===== src/rtl/seg_addr_pkg.sv =====
package seg_addr_pkg;

  // Segment register encoding, shared by the write select and the override select
  typedef enum logic [1:0] {
    SEG_CODE  = 2'd0,
    SEG_DATA  = 2'd1,
    SEG_STACK = 2'd2,
    SEG_EXTRA = 2'd3
  } segSel_t;

  // Access kinds that choose a default segment
  typedef enum logic [1:0] {
    ACC_FETCH = 2'd0,
    ACC_STACK = 2'd1,
    ACC_SRC   = 2'd2,
    ACC_DST   = 2'd3
  } accKind_t;

  // Strobes from control to datapath
  typedef struct packed {
    logic    segWrEn;
    segSel_t segWrSel;
    logic    reqTake;
    segSel_t segPick;
  } ctrlStrb_t;

endpackage


===== src/rtl/seg_addr_ctrl.sv =====
module seg_addr_ctrl
  import seg_addr_pkg::*;
(
  input  logic      wrEn,
  input  logic [1:0] wrSel,
  input  logic      reqValid,
  input  logic [1:0] accKind,
  input  logic      ovrEn,
  input  logic [1:0] ovrSel,
  output ctrlStrb_t strb
);

  segSel_t defaultSeg;

  // Default segment for each access kind
  always_comb begin
    unique case (accKind_t'(accKind))
      ACC_FETCH: defaultSeg = SEG_CODE;
      ACC_STACK: defaultSeg = SEG_STACK;
      ACC_SRC:   defaultSeg = SEG_DATA;
      ACC_DST:   defaultSeg = SEG_EXTRA;
      default:   defaultSeg = SEG_CODE;
    endcase
  end

  always_comb begin
    strb.segWrEn  = wrEn;
    strb.segWrSel = segSel_t'(wrSel);
    strb.reqTake  = reqValid;
    strb.segPick  = ovrEn ? segSel_t'(ovrSel) : defaultSeg;
  end

endmodule


===== src/rtl/seg_addr_dp.sv =====
module seg_addr_dp
  import seg_addr_pkg::*;
#(
  parameter int SEG_W = 16,
  parameter int OFF_W = 16,
  parameter int SHIFT = 4
) (
  input  logic                    clk,
  input  logic                    rstN,
  input  ctrlStrb_t               strb,
  input  logic [SEG_W-1:0]        wrData,
  input  logic [OFF_W-1:0]        offset,
  output logic [SEG_W+SHIFT-1:0]  physAddr,
  output logic                    addrValid
);

  localparam int ADDR_W = SEG_W + SHIFT;
  localparam int NSEG   = 4;

  logic [SEG_W-1:0]  segReg [NSEG];
  logic [SEG_W-1:0]  segVal;
  logic [ADDR_W-1:0] baseExt;
  logic [ADDR_W-1:0] offExt;
  logic [ADDR_W-1:0] sumAddr;

  // One register per segment; only the selected one loads
  for (genvar g = 0; g < NSEG; g++) begin : g_seg
    always_ff @(posedge clk or negedge rstN) begin
      if (!rstN) begin
        segReg[g] <= '0;
      end else if (strb.segWrEn && (strb.segWrSel == segSel_t'(g))) begin
        segReg[g] <= wrData;
      end
    end
  end

  // Segment times 16 plus offset, truncated to the address width (wraps)
  always_comb begin
    segVal  = segReg[strb.segPick];
    baseExt = {segVal, {SHIFT{1'b0}}};
    offExt  = ADDR_W'(offset);
    sumAddr = baseExt + offExt;
  end

  always_ff @(posedge clk or negedge rstN) begin
    if (!rstN) begin
      physAddr  <= '0;
      addrValid <= 1'b0;
    end else begin
      addrValid <= strb.reqTake;
      if (strb.reqTake) begin
        physAddr <= sumAddr;
      end
    end
  end

endmodule


===== src/rtl/seg_addr_gen.sv =====
module seg_addr_gen
  import seg_addr_pkg::*;
#(
  parameter int SEG_W = 16,
  parameter int OFF_W = 16,
  parameter int SHIFT = 4
) (
  input  logic                   clk,
  input  logic                   rstN,
  input  logic                   wrEn,
  input  logic [1:0]             wrSel,
  input  logic [SEG_W-1:0]       wrData,
  input  logic                   reqValid,
  input  logic [1:0]             accKind,
  input  logic                   ovrEn,
  input  logic [1:0]             ovrSel,
  input  logic [OFF_W-1:0]       offset,
  output logic [SEG_W+SHIFT-1:0] physAddr,
  output logic                   addrValid
);

  ctrlStrb_t strb;

  seg_addr_ctrl i_ctrl (
    .wrEn     (wrEn),
    .wrSel    (wrSel),
    .reqValid (reqValid),
    .accKind  (accKind),
    .ovrEn    (ovrEn),
    .ovrSel   (ovrSel),
    .strb     (strb)
  );

  seg_addr_dp #(
    .SEG_W (SEG_W),
    .OFF_W (OFF_W),
    .SHIFT (SHIFT)
  ) i_dp (
    .clk       (clk),
    .rstN      (rstN),
    .strb      (strb),
    .wrData    (wrData),
    .offset    (offset),
    .physAddr  (physAddr),
    .addrValid (addrValid)
  );

endmodule


===== config.mk =====
export PLATFORM = sky130hd
export DESIGN_NAME = seg_addr_gen
export DESIGN_NICKNAME = d
export VERILOG_FILES = /design/src/rtl/seg_addr_pkg.sv /design/src/rtl/seg_addr_ctrl.sv /design/src/rtl/seg_addr_dp.sv /design/src/rtl/seg_addr_gen.sv
export SDC_FILE = /design/constraint.sdc
export NUM_CORES = 1
export LEC_CHECK = 0
export BUFFER_PORTS_ARGS = -buffer_cell sky130_fd_sc_hd__buf_2
export CAP_MARGIN = 20
export CORE_MARGIN = 2
export CORE_UTILIZATION = 57
export DETAILED_ROUTE_END_ITERATION = 12
export PLACE_DENSITY = 0.83
export SYNTH_ARGS = -nofsm -noshare
export SYNTH_HDL_FRONTEND = slang
export SYNTH_SLANG_ARGS = --single-unit
export TNS_END_PERCENT = 5

===== constraint.sdc =====
create_clock -name clk -period 3.2 [get_ports clk]
set_input_delay 0.16 -clock clk [delete_from_list [all_inputs] [get_ports clk]]
set_output_delay 0.16 -clock clk [all_outputs]
set_load 0.02 [all_outputs]

==> run metrics, run 1 <==
run status complete, no violations; Final setup viols 0; sequential power share 43.1%; CTS clock-pin slew for the worst setup and hold paths 0.09 ns; Final Core Density 69.31%; hold slack 0.03614 ns; final wirelength 8475 µm; CP max-delay cell mux4_1; Crit path max-delay family compound AO/OA/AOI/OAI gates; Fin Clk Skew 0.01300 ns; Slew Limit Headroom 38.58%; pre-CTS WS -0.1158 ns; main flop type after synthesis dfrtp_1; diodes inserted 0; Synth Instances 295; FMAX 0.3341 GHz; crit path kind reg -> reg; ys async rst share 100.0%; die height 89.55 µm; post-layout total power 3326 µW; largest net degree at the start of global routing 86; layout cells sized above 1 49.34%; Int Pwr 2267 µW; Clock Power Share 23.6%; worst path required time 3.45 ns; maximum VDD drop 0.0002706 V; FP Rows 31; Final #Nets 433; DIE WIDTH 89.55 µm; CP bufs+invs 0; Iter 0 DRT Violations 111; number of global-route vias before repair 2790; total track usage 23.17%; Skew-Pair Late Insertion Delay 0.36 ns; Hold WC Path Type in -> reg; # H-tree levels 3; Mean Syn Cell Area 14.14 µm²; actual slew at the worst max-slew pin 0.9187 ns; final hold viol count 0; worst endpoint data arrival time 3.24 ns; Logic pwr share 33.3%; slowest stage delay, CP 0.52 ns; CTS tree built; drt first pass iters 4; first-pass GRT wire length 13710 µm; Tmin final 2.993 ns; Post-synth EDFFs 0; Clk Tree Root Cell clkbuf_8; setup_tns 0 ns; Syn-to-layout area delta 19.23%; switch share 31.83%; Num CTS Buffers 9; remaining antenna violation count 0; maxcap violations 0; count of buffers from port buffering 63; Overflow after GRT 0; Synthesized Nets 352; commonest non-fill, non-tap cells in the layout 85 x dfrtp_1, 73 x mux2_2, 62 x buf_2, 15 x mux4_2, 14 x buf_4; # IOs 64; vias after detailed routing 2767; clock tree buffer depth 2; vias per cell 5.765; CP endpoint kind flip-flop; DR DRC count 0; Crit Path Max Fanout 2; Synth Register Bits 85; die area 8018 µm²; core outline area 7176 µm²; PwrDens 668.8 nW/µm²; Setup Buffers After CTS 0; Yosys cell types 43; WL/cell 17.66 µm; RSZ-0062 raised after global routing no; initial antenna violation count 0; commonest non-fill, non-tap cell in the layout dfrtp_1; synthesized cell area 4172 µm²; P_sw 1059 µW; leakage 0.002209 µW; Initial Util 58.13%; Final Max Slew Viols 0; Final WS setup 0.2066 ns; crit-path cells mux4_1 > ha_1 > fa_1 > a211oi_2 > o21bai_1 > a2111o_1 > a21o_1 > a221o_1; DP HPWL 6038 µm; fin crit share 93.54%; Final GP Congestion 0.8707; Ys Warns 0; crit path launch type flip-flop; Seq/Total Area, Yosys 50.99%; Sinks on Clock Net 85
==> synth_stat cells, types with 2 or more instances <==
cell type / instances / area share (%)
nand2_1: 7 / 0.63
dfrtp_1: 85 / 51
o2111a_1: 2 / 0.54
a211oi_1: 6 / 1.1
inv_1: 5 / 0.45
nor3_1: 2 / 0.24
clkbuf_1: 9 / 0.81
a21oi_1: 7 / 0.84
xnor2_1: 4 / 0.84
o21bai_1: 2 / 0.36
nand3b_1: 3 / 0.54
a221o_1: 3 / 0.72
o31ai_1: 3 / 0.54
nor2_1: 10 / 0.90
nor2b_1: 2 / 0.30
nand3_1: 2 / 0.24
ha_1: 13 / 3.9
o21ai_0: 8 / 0.96
a211o_1: 2 / 0.42
o21a_1: 2 / 0.36
nor3b_1: 2 / 0.36
mux4_2: 15 / 8.1
mux2_2: 73 / 20
a31oi_1: 3 / 0.45
or4_1: 3 / 0.54
a21o_1: 5 / 0.90
==> cell type report <==
cell class | count | area (µm²)
fillers | 494 | 2202
flip-flops and latches | 85 | 2127
multi-input cells | 194 | 1997
repair buffers | 80 | 493.0
clock buffers | 11 | 151.4
well taps | 99 | 123.9
clock inverters | 5 | 58.81
inverters | 6 | 22.52
==> per-stage QoR <==
stage | area (µm²) | instances
floorplan | 4178 | 295
global placement | 4721 | 462
detailed placement | 4721 | 462
CTS | 4931 | 478
global route | 4974 | 480
finish | 4974 | 480
==> state kept, by name, summed over array words and instances (netlist names) <==
register and cells:
i_dp.addrValid 1, i_dp.physAddr 20, i_dp.segReg 64
==> power by group through the flow <==
stage          Clock, µW  Sequential (µW)  Combinational (µW)
3_5_place_dp           0             1450                1100
2_1_floorplan          0             1530                 644
3_3_place_gp           0             1440                1050
5_1_grt              841             1470                1210
4_1_cts              799             1430                1100
6_report             785             1430                1110
==> routing by layer <==
| layer | routed length, µm | vias to the layer above | track usage, % |
|---|---|---|---|
| li1 | - | 1290 | - |
| met1 | 3648 | 1413 | 28.80 |
| met2 | 4482 | 54 | 40.51 |
| met3 | 227 | 10 | 4.063 |
| met4 | 116 | 0 | 8.412 |
| met5 | 0 | - | 0 |
==> final timing paths <==
| path | startpoint | to | slack [ns] | cells past startpoint |
|---|---|---|---|---|
| setup reg to reg | i_dp.segReg[32]$_DFFE_PN0P_ | i_dp.physAddr[14]$_DFFE_PN0P_ | 0.21 | 8 |
| setup / recovery | i_dp.segReg[32]$_DFFE_PN0P_ | i_dp.physAddr[14]$_DFFE_PN0P_ | 0.21 | 8 |
| max in group asynchronous | rstN | i_dp.segReg[54]$_DFFE_PN0P_ | 2.38 | 3 |
| hold reg to reg | i_dp.physAddr[7]$_DFFE_PN0P_ | i_dp.physAddr[7]$_DFFE_PN0P_ | 0.48 | 1 |
| hold / removal | offset[0] | i_dp.physAddr[0]$_DFFE_PN0P_ | 0.04 | 2 |
| min in group asynchronous | rstN | i_dp.physAddr[12]$_DFFE_PN0P_ | 0.22 | 2 |
==> timing repair <==
action	in CTS	in global routing
resized for setup	0	1
hold buffers	0	1
endpoints found under the setup margin	0	1
hold endpoints to repair	0	16
==> cells by family (layout without fill, tap and decap cells) <==
| logic type | Yosys count | in the layout | synth area share [%] |
|---|---|---|---|
| compound gates | 51 | 51 | 8.848 |
| fa+ha+maj | 14 | 14 | 4.379 |
| buf+inv | 16 | 102 | 1.469 |
| simple gates | 34 | 34 | 4.259 |
| xor+xnor | 4 | 4 | 0.8397 |
| mux | 91 | 91 | 29.21 |
| flops | 85 | 85 | 50.99 |
(Power assumes the default switching activity.)
==> run 2: changes to the inputs <==
--- a/config.mk
+++ b/config.mk
@@ -7,10 +7,13 @@
 export LEC_CHECK = 0
 export BUFFER_PORTS_ARGS = -buffer_cell sky130_fd_sc_hd__buf_2
 export CAP_MARGIN = 20
+export CELL_PAD_IN_SITES_DETAIL_PLACEMENT = 1
+export CELL_PAD_IN_SITES_GLOBAL_PLACEMENT = 1
 export CORE_MARGIN = 2
-export CORE_UTILIZATION = 57
+export CORE_UTILIZATION = 47
 export DETAILED_ROUTE_END_ITERATION = 12
 export PLACE_DENSITY = 0.83
+export SLEW_MARGIN = 0
 export SYNTH_ARGS = -nofsm -noshare
 export SYNTH_HDL_FRONTEND = slang
 export SYNTH_SLANG_ARGS = --single-unit
==> run metrics, run 2 (synthesized netlist as in run 1, its figures left out) <==
run status complete, no violations (unchanged); DIE WIDTH 98.21 µm (was 89.55 µm); count of buffers from port buffering 63 (unchanged); number of global-route vias before repair 3188 (was 2790); FMAX 0.3233 GHz (was 0.3341 GHz); Worst Hold Path Cells 2 (unchanged); max reg flops 64 (unchanged); initial antenna violation count 0 (unchanged); sequential power share 42.5% (was 43.1%); Iter 0 DRT Violations 89 (was 111); Tmin final 3.093 ns (was 2.993 ns); Regs by FF count i_dp.segReg x64, i_dp.physAddr x20, i_dp.addrValid x1 (unchanged); Final Max Slew Viols 0 (unchanged); DP HPWL 7052 µm (was 6038 µm); diodes inserted 0 (unchanged); Final setup viols 0 (unchanged); clock tree buffer depth 2 (unchanged); switch share 32.77% (was 31.83%); layout cells sized above 1 50.13% (was 49.34%); Worst Hold End i_dp.physAddr[2]$_DFFE_PN0P_ (was i_dp.physAddr[0]$_DFFE_PN0P_); Sinks on Clock Net 85 (unchanged); highest routed layer met4 (unchanged); fillers 904 (was 494); Int Pwr 2286 µW (was 2267 µW); Final GP Congestion 0.8928 (was 0.8707); maxcap violations 0 (unchanged); commonest non-fill, non-tap cells in the layout 85 x dfrtp_1, 73 x mux2_2, 62 x buf_2, 25 x buf_4, 15 x mux4_2 (was 85 x dfrtp_1, 73 x mux2_2, 62 x buf_2, 15 x mux4_2, 14 x buf_4); total track usage 21.68% (was 23.17%); routed wl met2 5214 µm (was 4482 µm); die area 9645 µm² (was 8018 µm²); Num CTS Buffers 9 (unchanged); Overflow after GRT 0 (unchanged); remaining antenna violation count 0 (unchanged); fin crit share 96.66% (was 93.54%); worst endpoint data arrival time 3.34 ns (was 3.24 ns); Top reg by flops i_dp.segReg (unchanged); first-pass GRT wire length 16370 µm (was 13710 µm); Final #Nets 442 (was 433); Register Area 2127 µm² (unchanged); post-layout total power 3401 µW (was 3326 µW); Syn-to-layout area delta 20.25% (was 19.23%); Reg2Reg Launch Point i_dp.segReg[32]$_DFFE_PN0P_ (unchanged); CTS clock-pin slew for the worst setup and hold paths 0.09 ns (about the same); Slew Limit Headroom 35.59% (was 38.58%); Worst Setup SP i_dp.segReg[32]$_DFFE_PN0P_ (unchanged); Fin Clk Skew 0.009761 ns (was 0.01300 ns); core outline area 8678 µm² (was 7176 µm²); vias after detailed routing 2881 (was 2767); Logic pwr share 34.6% (was 33.3%); Register-to-Register Setup Slack 0.11 ns (was 0.21 ns); Worst Reg-to-Reg Cells 8 (unchanged); FP Rows 34 (was 31); crit path kind reg -> reg (unchanged); drt first pass iters 4 (unchanged); Hold WC Path Type in -> reg (unchanged); Reg-to-Reg End i_dp.physAddr[14]$_DFFE_PN0P_ (unchanged); met3 WL 276 µm (was 227 µm); die height 98.21 µm (was 89.55 µm); Skew-Pair Late Insertion Delay 0.35 ns (was 0.36 ns); # H-tree levels 3 (unchanged); PwrDens 677.9 nW/µm² (was 668.8 nW/µm²); RSZ-0062 raised after global routing no (unchanged); largest net degree at the start of global routing 86 (unchanged); final wirelength 10000 µm (was 8475 µm); area taken by multi-input logic gates 1998 µm² (was 1997 µm²); final hold viol count 0 (unchanged); actual slew at the worst max-slew pin 0.9633 ns (was 0.9187 ns); Initial Util 48.07% (was 58.13%); CTS tree built (unchanged); maximum VDD drop 0.0002709 V (was 0.0002706 V); Clock Power Share 22.9% (was 23.6%); Setup Buffers After CTS 0 (unchanged); setup_tns 0 ns (unchanged); Crit Path Max Fanout 2 (unchanged); DR DRC count 0 (unchanged); crit path launch type flip-flop (unchanged); commonest non-fill, non-tap cell in the layout dfrtp_1 (unchanged); leakage 0.002241 µW (was 0.002209 µW); hold path startpoint offset[2] (was offset[0]); # IOs 64 (unchanged); P_sw 1114 µW (was 1059 µW); worst path required time 3.44 ns (was 3.45 ns); CP endpoint kind flip-flop (unchanged); WL/cell 20.13 µm (was 17.66 µm); vias per cell 5.797 (was 5.765); Routed met1 length 4290 µm (was 3648 µm); Clk Tree Root Cell clkbuf_8 (unchanged)
## run 2: power groups by stage
stage	Combinational [µW]	Clock [µW]	Sequential [µW]
floorplan	644	0	1530
global placement	1120	0	1440
detailed placement	1170	0	1460
CTS	1180	798	1450
global route	1280	830	1470
finish	1180	779	1440
## run 2: metrics by stage
stage	cells	setup slack, ns	instance area [µm²]	hold slack (ns)	util, %
detailed placement	480	-0.1607	4781	0.3984	55.09
floorplan	295	0.04939	4178	-0.1356	-
finish	497	0.1067	5016	0.02980	57.80
global placement	480	-0.07715	4781	0.3919	55.09
global route	497	0.01512	5016	0.03293	57.80
CTS	495	0.1271	4979	0.02007	57.37
## run 2: layout make-up
type                            count  share of cell area [%]
Inverter                            6                  0.4490
Tap cell                          108                   2.694
Timing Repair Buffer               89                   10.68
Sequential cell                    85                   42.40
Clock buffer                       10                   2.744
Multi-Input combinational cell    194                   39.84
Clock inverter                      5                   1.197
## run 2: worst max path at each step
stage | end | slack [ns] | depth (start not counted)
CTS | i_dp.physAddr[14]$_DFFE_PN0P_ | 0.13 | 8
global route | i_dp.physAddr[14]$_DFFE_PN0P_ | 0.02 | 8
detailed placement | i_dp.physAddr[14]$_DFFE_PN0P_ | -0.16 | 10
finish | i_dp.physAddr[14]$_DFFE_PN0P_ | 0.11 | 8
global placement | i_dp.physAddr[14]$_DFFE_PN0P_ | -0.08 | 10
floorplan | i_dp.physAddr[16]$_DFFE_PN0P_ | 0.05 | 9
## run 2: what timing repair did
| action | in CTS | in global routing |
|---|---|---|
| hold buffers | 0 | 1 |
| hold endpoints to repair | 0 | 19 |
| gates resized for setup | 0 | 0 |
## run 2: layer usage
| metal | track usage (%) | vias up |
|---|---|---|
| met1 | 26.18 | 1496 |
| met4 | 8.535 | 0 |
| met2 | 39.09 | 53 |
| li1 | - | 1313 |
| met5 | 0 | - |
| met3 | 3.150 | 19 |
## run 2: worst max-delay path, cell delays in order, from the launching register on
cell,delay (ns)
dfrtp_1,0.39
mux4_1,0.56
ha_1,0.24
fa_1,0.42
a211oi_1,0.29
o21bai_1,0.16
a2111o_1,0.46
a21o_1,0.19
a221o_1,0.28
